File: src/rtl/cdb_pkg.sv
package cdb_pkg;
  localparam int RATIO_W  = 10;
  localparam int COARSE_W = 4;
  localparam int N_TAPS   = 8;
  localparam int FINE_W   = $clog2(N_TAPS);

  typedef struct packed {
    logic [RATIO_W-1:0]  ratio;
    logic [RATIO_W-1:0]  high;
    logic                custom;
    logic                stretch;
    logic [COARSE_W-1:0] coarse;
    logic [FINE_W-1:0]   fine;
  } cfg_t;

  localparam cfg_t CFG_RST = '{
    ratio:   RATIO_W'(2),
    high:    RATIO_W'(1),
    custom:  1'b0,
    stretch: 1'b0,
    coarse:  '0,
    fine:    '0
  };
endpackage

File: src/rtl/cdb_cfg_check.sv
module cdb_cfg_check
  import cdb_pkg::*;
#(
  parameter int MAX_BAL  = 512,
  parameter int MAX_CUST = 256
) (
  input  logic [RATIO_W-1:0]  ratio_i,
  input  logic [RATIO_W-1:0]  high_i,
  input  logic [RATIO_W-1:0]  low_i,
  input  logic                custom_i,
  input  logic [COARSE_W-1:0] coarse_i,
  input  logic [FINE_W-1:0]   fine_i,
  output logic                ok_o,
  output cfg_t                cfg_o
);
  localparam logic [RATIO_W:0] LIM_BAL  = (RATIO_W+1)'(MAX_BAL);
  localparam logic [RATIO_W:0] LIM_CUST = (RATIO_W+1)'(MAX_CUST);

  logic [RATIO_W:0] sum;
  logic [RATIO_W:0] limit;
  logic             is_one;
  logic             duty_ok;

  assign sum     = {1'b0, high_i} + {1'b0, low_i};
  assign limit   = custom_i ? LIM_CUST : LIM_BAL;
  assign is_one  = ratio_i == RATIO_W'(1);
  assign duty_ok = !custom_i || is_one ||
                   (sum == {1'b0, ratio_i} && high_i != '0 && low_i != '0);
  assign ok_o    = ratio_i != '0 && {1'b0, ratio_i} <= limit && duty_ok;

  always_comb begin
    cfg_o.ratio   = ratio_i;
    cfg_o.high    = custom_i ? high_i : (ratio_i >> 1);
    cfg_o.custom  = custom_i;
    // odd balanced ratio: half-period stretch from opposite tap
    cfg_o.stretch = !custom_i && ratio_i[0] && !is_one;
    cfg_o.coarse  = coarse_i;
    cfg_o.fine    = fine_i;
  end
endmodule

File: src/rtl/cdb_tap_sel.sv
module cdb_tap_sel
  import cdb_pkg::*;
(
  input  logic [N_TAPS-1:0] taps_i,
  input  logic [FINE_W-1:0] fine_i,
  output logic              main_o,
  output logic              opp_o
);
  localparam logic [FINE_W-1:0] HALF = FINE_W'(N_TAPS / 2);

  logic [FINE_W-1:0] opp_idx;

  assign opp_idx = fine_i ^ HALF;
  assign main_o  = taps_i[fine_i];
  assign opp_o   = taps_i[opp_idx];
endmodule

File: src/rtl/cdb_channel.sv
module cdb_channel
  import cdb_pkg::*;
#(
  parameter int MAX_BAL  = 512,
  parameter int MAX_CUST = 256
) (
  input  logic              clk_i,
  input  logic              rst_ni,
  input  logic              srst_i,
  input  logic              en_i,
  input  logic              load_i,
  input  cfg_t              cfg_i,
  input  logic [N_TAPS-1:0] taps_i,
  output logic              clk_o
);
  cfg_t                act_q, pend_q;
  logic                pend_v_q;
  logic [RATIO_W-1:0]  cnt_q;
  logic [COARSE_W-1:0] phase_q;
  logic                run_q;

  logic tc, bypass, active, lvl, ext, tap_main, tap_opp;

  assign tc     = cnt_q == act_q.ratio - RATIO_W'(1);
  assign bypass = act_q.ratio == RATIO_W'(1);
  assign active = run_q && phase_q == '0;
  assign lvl    = cnt_q < act_q.high;
  assign ext    = act_q.stretch && cnt_q == act_q.high;

  cdb_tap_sel u_tap (
    .taps_i (taps_i),
    .fine_i (act_q.fine),
    .main_o (tap_main),
    .opp_o  (tap_opp)
  );

  assign clk_o = en_i && active && (bypass ? tap_main : (lvl || (ext && tap_opp)));

  always_ff @(posedge clk_i or negedge rst_ni) begin
    if (!rst_ni) begin
      act_q    <= CFG_RST;
      pend_q   <= CFG_RST;
      pend_v_q <= 1'b0;
      cnt_q    <= '0;
      phase_q  <= '0;
      run_q    <= 1'b0;
    end else begin
      if (srst_i) begin
        cnt_q   <= '0;
        phase_q <= act_q.coarse;
        run_q   <= 1'b0;
      end else if (!run_q) begin
        run_q <= 1'b1;
      end else if (phase_q != '0) begin
        phase_q <= phase_q - COARSE_W'(1);
      end else if (tc) begin
        cnt_q <= '0;
        if (pend_v_q) begin
          act_q    <= pend_q;
          pend_v_q <= 1'b0;
          phase_q  <= pend_q.coarse;
        end
      end else begin
        cnt_q <= cnt_q + RATIO_W'(1);
      end
      // a write in the same cycle wins over the consume above
      if (load_i) begin
        pend_q   <= cfg_i;
        pend_v_q <= 1'b1;
      end
    end
  end

  p_cnt_in_period_r1: assert property (@(posedge clk_i) disable iff (!rst_ni)
    cnt_q < act_q.ratio);

  p_ratio_limit_r3: assert property (@(posedge clk_i) disable iff (!rst_ni)
    act_q.ratio != '0 &&
    (act_q.custom ? int'(act_q.ratio) <= MAX_CUST : int'(act_q.ratio) <= MAX_BAL));

  p_coarse_hold_r7: assert property (@(posedge clk_i) disable iff (!rst_ni)
    phase_q != '0 |-> cnt_q == '0 && !clk_o);

  p_reload_at_tc_r9: assert property (@(posedge clk_i) disable iff (!rst_ni)
    $changed(act_q) |-> $past(tc) && $past(active) && !$past(srst_i));

  p_srst_align_r10: assert property (@(posedge clk_i) disable iff (!rst_ni)
    $past(srst_i) |-> cnt_q == '0 && !clk_o);
endmodule

File: src/rtl/cdb_clk_div_bank.sv
module cdb_clk_div_bank
  import cdb_pkg::*;
#(
  parameter  int N_CH     = 6,
  parameter  int MAX_BAL  = 512,
  parameter  int MAX_CUST = 256,
  localparam int CH_W     = $clog2(N_CH)
) (
  input  logic                clk_i,
  input  logic                rst_ni,
  input  logic                srst_i,
  input  logic [N_CH-1:0]     en_i,
  input  logic [N_TAPS-1:0]   taps_i,
  input  logic                wr_en_i,
  input  logic [CH_W-1:0]     wr_ch_i,
  input  logic [RATIO_W-1:0]  wr_ratio_i,
  input  logic [RATIO_W-1:0]  wr_high_i,
  input  logic [RATIO_W-1:0]  wr_low_i,
  input  logic                wr_custom_i,
  input  logic [COARSE_W-1:0] wr_coarse_i,
  input  logic [FINE_W-1:0]   wr_fine_i,
  output logic                err_o,
  output logic [N_CH-1:0]     clk_o
);
  logic            cfg_ok, ch_ok, wr_ok;
  cfg_t            wr_cfg;
  logic [N_CH-1:0] load;
  logic            err_q;

  cdb_cfg_check #(.MAX_BAL(MAX_BAL), .MAX_CUST(MAX_CUST)) u_check (
    .ratio_i  (wr_ratio_i),
    .high_i   (wr_high_i),
    .low_i    (wr_low_i),
    .custom_i (wr_custom_i),
    .coarse_i (wr_coarse_i),
    .fine_i   (wr_fine_i),
    .ok_o     (cfg_ok),
    .cfg_o    (wr_cfg)
  );

  assign ch_ok = int'(wr_ch_i) < N_CH;
  assign wr_ok = cfg_ok && ch_ok;

  always_ff @(posedge clk_i or negedge rst_ni) begin
    if (!rst_ni) err_q <= 1'b0;
    else         err_q <= wr_en_i && !wr_ok;
  end
  assign err_o = err_q;

  for (genvar g = 0; g < N_CH; g++) begin : g_ch
    assign load[g] = wr_en_i && wr_ok && int'(wr_ch_i) == g;

    cdb_channel #(.MAX_BAL(MAX_BAL), .MAX_CUST(MAX_CUST)) u_ch (
      .clk_i  (clk_i),
      .rst_ni (rst_ni),
      .srst_i (srst_i),
      .en_i   (en_i[g]),
      .load_i (load[g]),
      .cfg_i  (wr_cfg),
      .taps_i (taps_i),
      .clk_o  (clk_o[g])
    );
  end

  p_err_after_write_r8: assert property (@(posedge clk_i) disable iff (!rst_ni)
    err_o |-> $past(wr_en_i));

  p_one_load_r1: assert property (@(posedge clk_i) disable iff (!rst_ni)
    $onehot0(load));

  p_srst_outputs_low_r10: assert property (@(posedge clk_i) disable iff (!rst_ni)
    $past(srst_i) |-> clk_o == '0);
endmodule

File: config.mk
export PLATFORM = sky130hd
export DESIGN_NAME = cdb_clk_div_bank
export DESIGN_NICKNAME = d
export VERILOG_FILES = /design/src/rtl/cdb_pkg.sv /design/src/rtl/cdb_cfg_check.sv /design/src/rtl/cdb_tap_sel.sv /design/src/rtl/cdb_channel.sv /design/src/rtl/cdb_clk_div_bank.sv
export SDC_FILE = /design/constraint.sdc
export NUM_CORES = 1
export LEC_CHECK = 0
export ABC_CLOCK_PERIOD_IN_PS = 4800
export CORE_MARGIN = 2
export CORE_UTILIZATION = 40
export CTS_CLUSTER_SIZE = 14
export DETAILED_ROUTE_END_ITERATION = 10
export DONT_BUFFER_PORTS = 1
export HOLD_SLACK_MARGIN = 0.02
export PLACE_DENSITY = 0.64
export RECOVER_POWER = 100
export SYNTH_ARGS = -nofsm -noshare
export SYNTH_HDL_FRONTEND = slang
export SYNTH_SLANG_ARGS = --single-unit
File: constraint.sdc
create_clock -name clk_i -period 4.8 [get_ports clk_i]
set_clock_uncertainty 0.05 [all_clocks]
set_input_delay 0.72 -clock clk_i [delete_from_list [all_inputs] [get_ports clk_i]]
set_output_delay 0.72 -clock clk_i [all_outputs]
set_load 0.03 [all_outputs]
==> flow_metrics.env <==
export IMPL_whs_ns=-0.196
export IMPL_synth_area_sq_mm=0.0228
export IMPL_worstPathArrival_ns=4.55
export IMPL_yosys_register_bits=428
export IMPL_finalHoldViolations=134
export IMPL_cts_sinks=428
export IMPL_crit_family="simple AND/OR/NAND/NOR gates"
export IMPL_crit_buf_inv=2
export IMPL_placed_area_sq_mm=0.0235
export IMPL_ys_flop_type="dfrtp_1"
export IMPL_crit_path_end_kind="flip-flop"
export IMPL_io_buffers=0
export IMPL_avgSynthCellArea_sq_um=11.3
export IMPL_worstSetupStartpointType="flip-flop"
export IMPL_ant_nets=0
export IMPL_critPathRequiredTime_ns=5.20
export IMPL_async_reset_ff_frac=1.00
export IMPL_path_cells="inv_1 -> ha_1 -> nor4b_1 -> xor2_1 -> or4_1 -> o21ai_0 -> o2111ai_1 -> nor3_2 -> clkbuf_2 -> mux2_2"
export IMPL_hold_path_class="in -> async"
export IMPL_antenna_found_initial=6
export IMPL_drive_gt1_frac=0.207
export IMPL_setup_viol_count_final=0
export IMPL_r2r_cells=10
export IMPL_tns_ns=0
export IMPL_wl_per_cell_um=20.3
export IMPL_cp_slowest_stage_delay_ns=0.77
export IMPL_syn_num_nets=2176
export IMPL_numCtsBuffers=46
export IMPL_grt_pass1_wl_mm=91.7
export IMPL_gr_usage_all_layers=0.197
export IMPL_crit_type="reg -> reg"
export IMPL_core_sq_mm=0.0564
export IMPL_areaGrowthSynthToFinish_pct=8.97
export IMPL_status="finished, violations left"
export IMPL_tightest_slew_ns=1.98
export IMPL_vdd_drop_max_v=0.000212
export IMPL_grt_overflow_total=0
export IMPL_vias=15800
export IMPL_layout_commonest_cell="dfrtp_1"
export IMPL_drv_slew=226
export IMPL_die_w_um=243
export IMPL_p_per_area_mw_per_mm2=371
export IMPL_die_h_um=243
export IMPL_cts_buffer_depth=3
export IMPL_grt_max_degree=429
export IMPL_reg2reg_to="g_ch[5].u_ch.act_q[23]$_DFFE_PN0P_"
export IMPL_clk_latency_ns=0.59
export IMPL_core_rowCount=87
export IMPL_crit_fanout=39
export IMPL_cts_tree="built"
export IMPL_netlist_cell_type_count=92
export IMPL_clockRootBuffer="clkbuf_16"
export IMPL_max_slew_margin=-0.321
export IMPL_cts_clk_slew_worst_paths_ns=0.06
export IMPL_gp_congestion=0.837
export IMPL_cts_setup_buffers=0
export IMPL_first_global_vias=16200
export IMPL_ys_warn_count=0
export IMPL_fin_crit_sh=0.865
export IMPL_design_area_sq_mm=0.0248
export IMPL_cap_violations=1
export IMPL_r2r_setup_slack_ns=0.65
export IMPL_synth_top_cell_by_area="dfrtp_1"
export IMPL_synth_edf_count=0
export IMPL_synth_top_area_share=0.444
export IMPL_avgViaCountPerCell=5.64
export IMPL_regToRegStartpoint="g_ch[5].u_ch.act_q[19]$_DFFE_PN0P_"
export IMPL_die_area_sq_mm=0.0589
export IMPL_layout_common_cells="dfrtp_1 (404), mux2_2 (285), nand2_1 (115)"
export IMPL_h_tree_depth=2
export IMPL_totalWireLength_mm=56.8
export IMPL_drt_iter0_drc=1241
export IMPL_start_util=0.404
export IMPL_dr_pass1_iters=5
export IMPL_violations="negative hold slack, max-capacitance violations, max-slew violations"
export IMPL_synth_area_top_cells="dfrtp_1 (44%), mux2_2 (14%), ha_1 (5.3%)"
export IMPL_ios=66
export IMPL_finalNetCount=2163
export IMPL_fin_crit_ns=4.15
export IMPL_clock_fmax_mhz=241
export IMPL_synthCells=2020
export IMPL_rsz0062_at_grt="no"
export IMPL_p_leak_uw=0.0117
export IMPL_cp_slowest_cell="nor4b_1"
export IMPL_startpoint="g_ch[5].u_ch.act_q[19]$_DFFE_PN0P_"
export IMPL_drc=0
export IMPL_seq_area_frac_synth=0.471
export IMPL_dp_final_hpwl_mm=38.5
==> synthesized netlist by cell type (24+ instances only) <==
| cell | count |
|---|---|
| xor2_1 | 38 |
| a31oi_1 | 42 |
| ha_1 | 96 |
| dfstp_2 | 24 |
| dfrtp_1 | 404 |
| nor2_1 | 79 |
| nand4_1 | 26 |
| nand2b_1 | 38 |
| and3_1 | 39 |
| nand2_1 | 113 |
| o21ai_0 | 87 |
| nand3_1 | 42 |
| xnor2_1 | 52 |
| a21oi_1 | 98 |
| inv_1 | 110 |
| nor3_1 | 44 |
| clkbuf_1 | 41 |
| mux2_2 | 286 |
| buf_2 | 27 |
| a21o_1 | 32 |
==> worst max-delay path by stage <==
stage                     slack [ns]  cells past startpoint                             endpoint
after floorplan                 1.31                     13   g_ch[3].u_ch.pend_q[0]$_DFFE_PN0P_
after global placement          0.91                     11  g_ch[3].u_ch.pend_q[22]$_DFFE_PN0P_
after detailed placement        0.77                     11   g_ch[3].u_ch.pend_q[2]$_DFFE_PN0P_
after CTS                       0.86                     11   g_ch[0].u_ch.act_q[26]$_DFFE_PN0P_
after global routing            0.34                      9   g_ch[2].u_ch.act_q[28]$_DFFE_PN0P_
final                           0.65                     10   g_ch[5].u_ch.act_q[23]$_DFFE_PN0P_
==> sequential cells by signal, summed over array words and instances, names as in the netlist <==
name and cells:
g_ch.u_ch.act_q 168, g_ch.u_ch.pend_q 168, g_ch.u_ch.cnt_q 60, g_ch.u_ch.phase_q 24, g_ch.u_ch.pend_v_q 6, err_o 1
g_ch.u_ch.run_q 1
==> routing by layer <==
metal | track usage | part of all wire
met5 | 0 | 0
met4 | 0.0613 | 0.028
met3 | 0.0383 | 0.065
met2 | 0.308 | 0.45
met1 | 0.276 | 0.46
==> metrics by stage <==
step                      setup WS [ns]  total power (uW)  utilization  std cells
after detailed placement          0.773              5650        0.417       2715
after global placement            0.905              5570        0.417       2715
after CTS                         0.856              9320        0.444       2800
final                             0.648              9200        0.440       2802
after floorplan                    1.31              5310            -       2020
after global routing              0.340              9660        0.440       2800
==> power by group <==
group / internal, uW / switching (uW)
Sequential: 4030 / 295
Clock: 2150 / 1480
Combinational: 611 / 639
==> cell type report <==
class / count / area [sq um]
diodes: 2 / 5.00
well taps: 756 / 946
clock buffers: 70 / 1340
repair buffers: 25 / 136
clock inverters: 15 / 205
multi-input cells: 1395 / 11000
fillers: 5286 / 31600
flip-flops and latches: 428 / 10700
inverters: 111 / 417
==> what timing repair did <==
| action | 4_1_cts | 5_1_grt |
|---|---|---|
| gates resized for setup | 0 | 0 |
| hold endpoints to repair | 408 | 406 |
| endpoints found under the setup margin | 0 | 0 |
==> logic make-up after synthesis <==
kind of cell | synth area share
adder cells (fa/ha/maj) | 0.0536
XOR/XNOR | 0.0356
AO/OA/AOI/OAI | 0.102
flip-flops | 0.471
AND/OR/NAND/NOR | 0.119
multiplexers | 0.180
buffers and inverters | 0.0377
==> worst register-to-register path: cells and delay by family, from the launching register on <==
kind,cells,cell delay [ns]
compound gates,2,0.49
mux,1,0.45
simple gates,3,1.42
flops,1,0.43
buf+inv,2,0.78
xor+xnor,1,0.12
fa+ha+maj,1,0.30
Power figures use the tool's default switching activity.
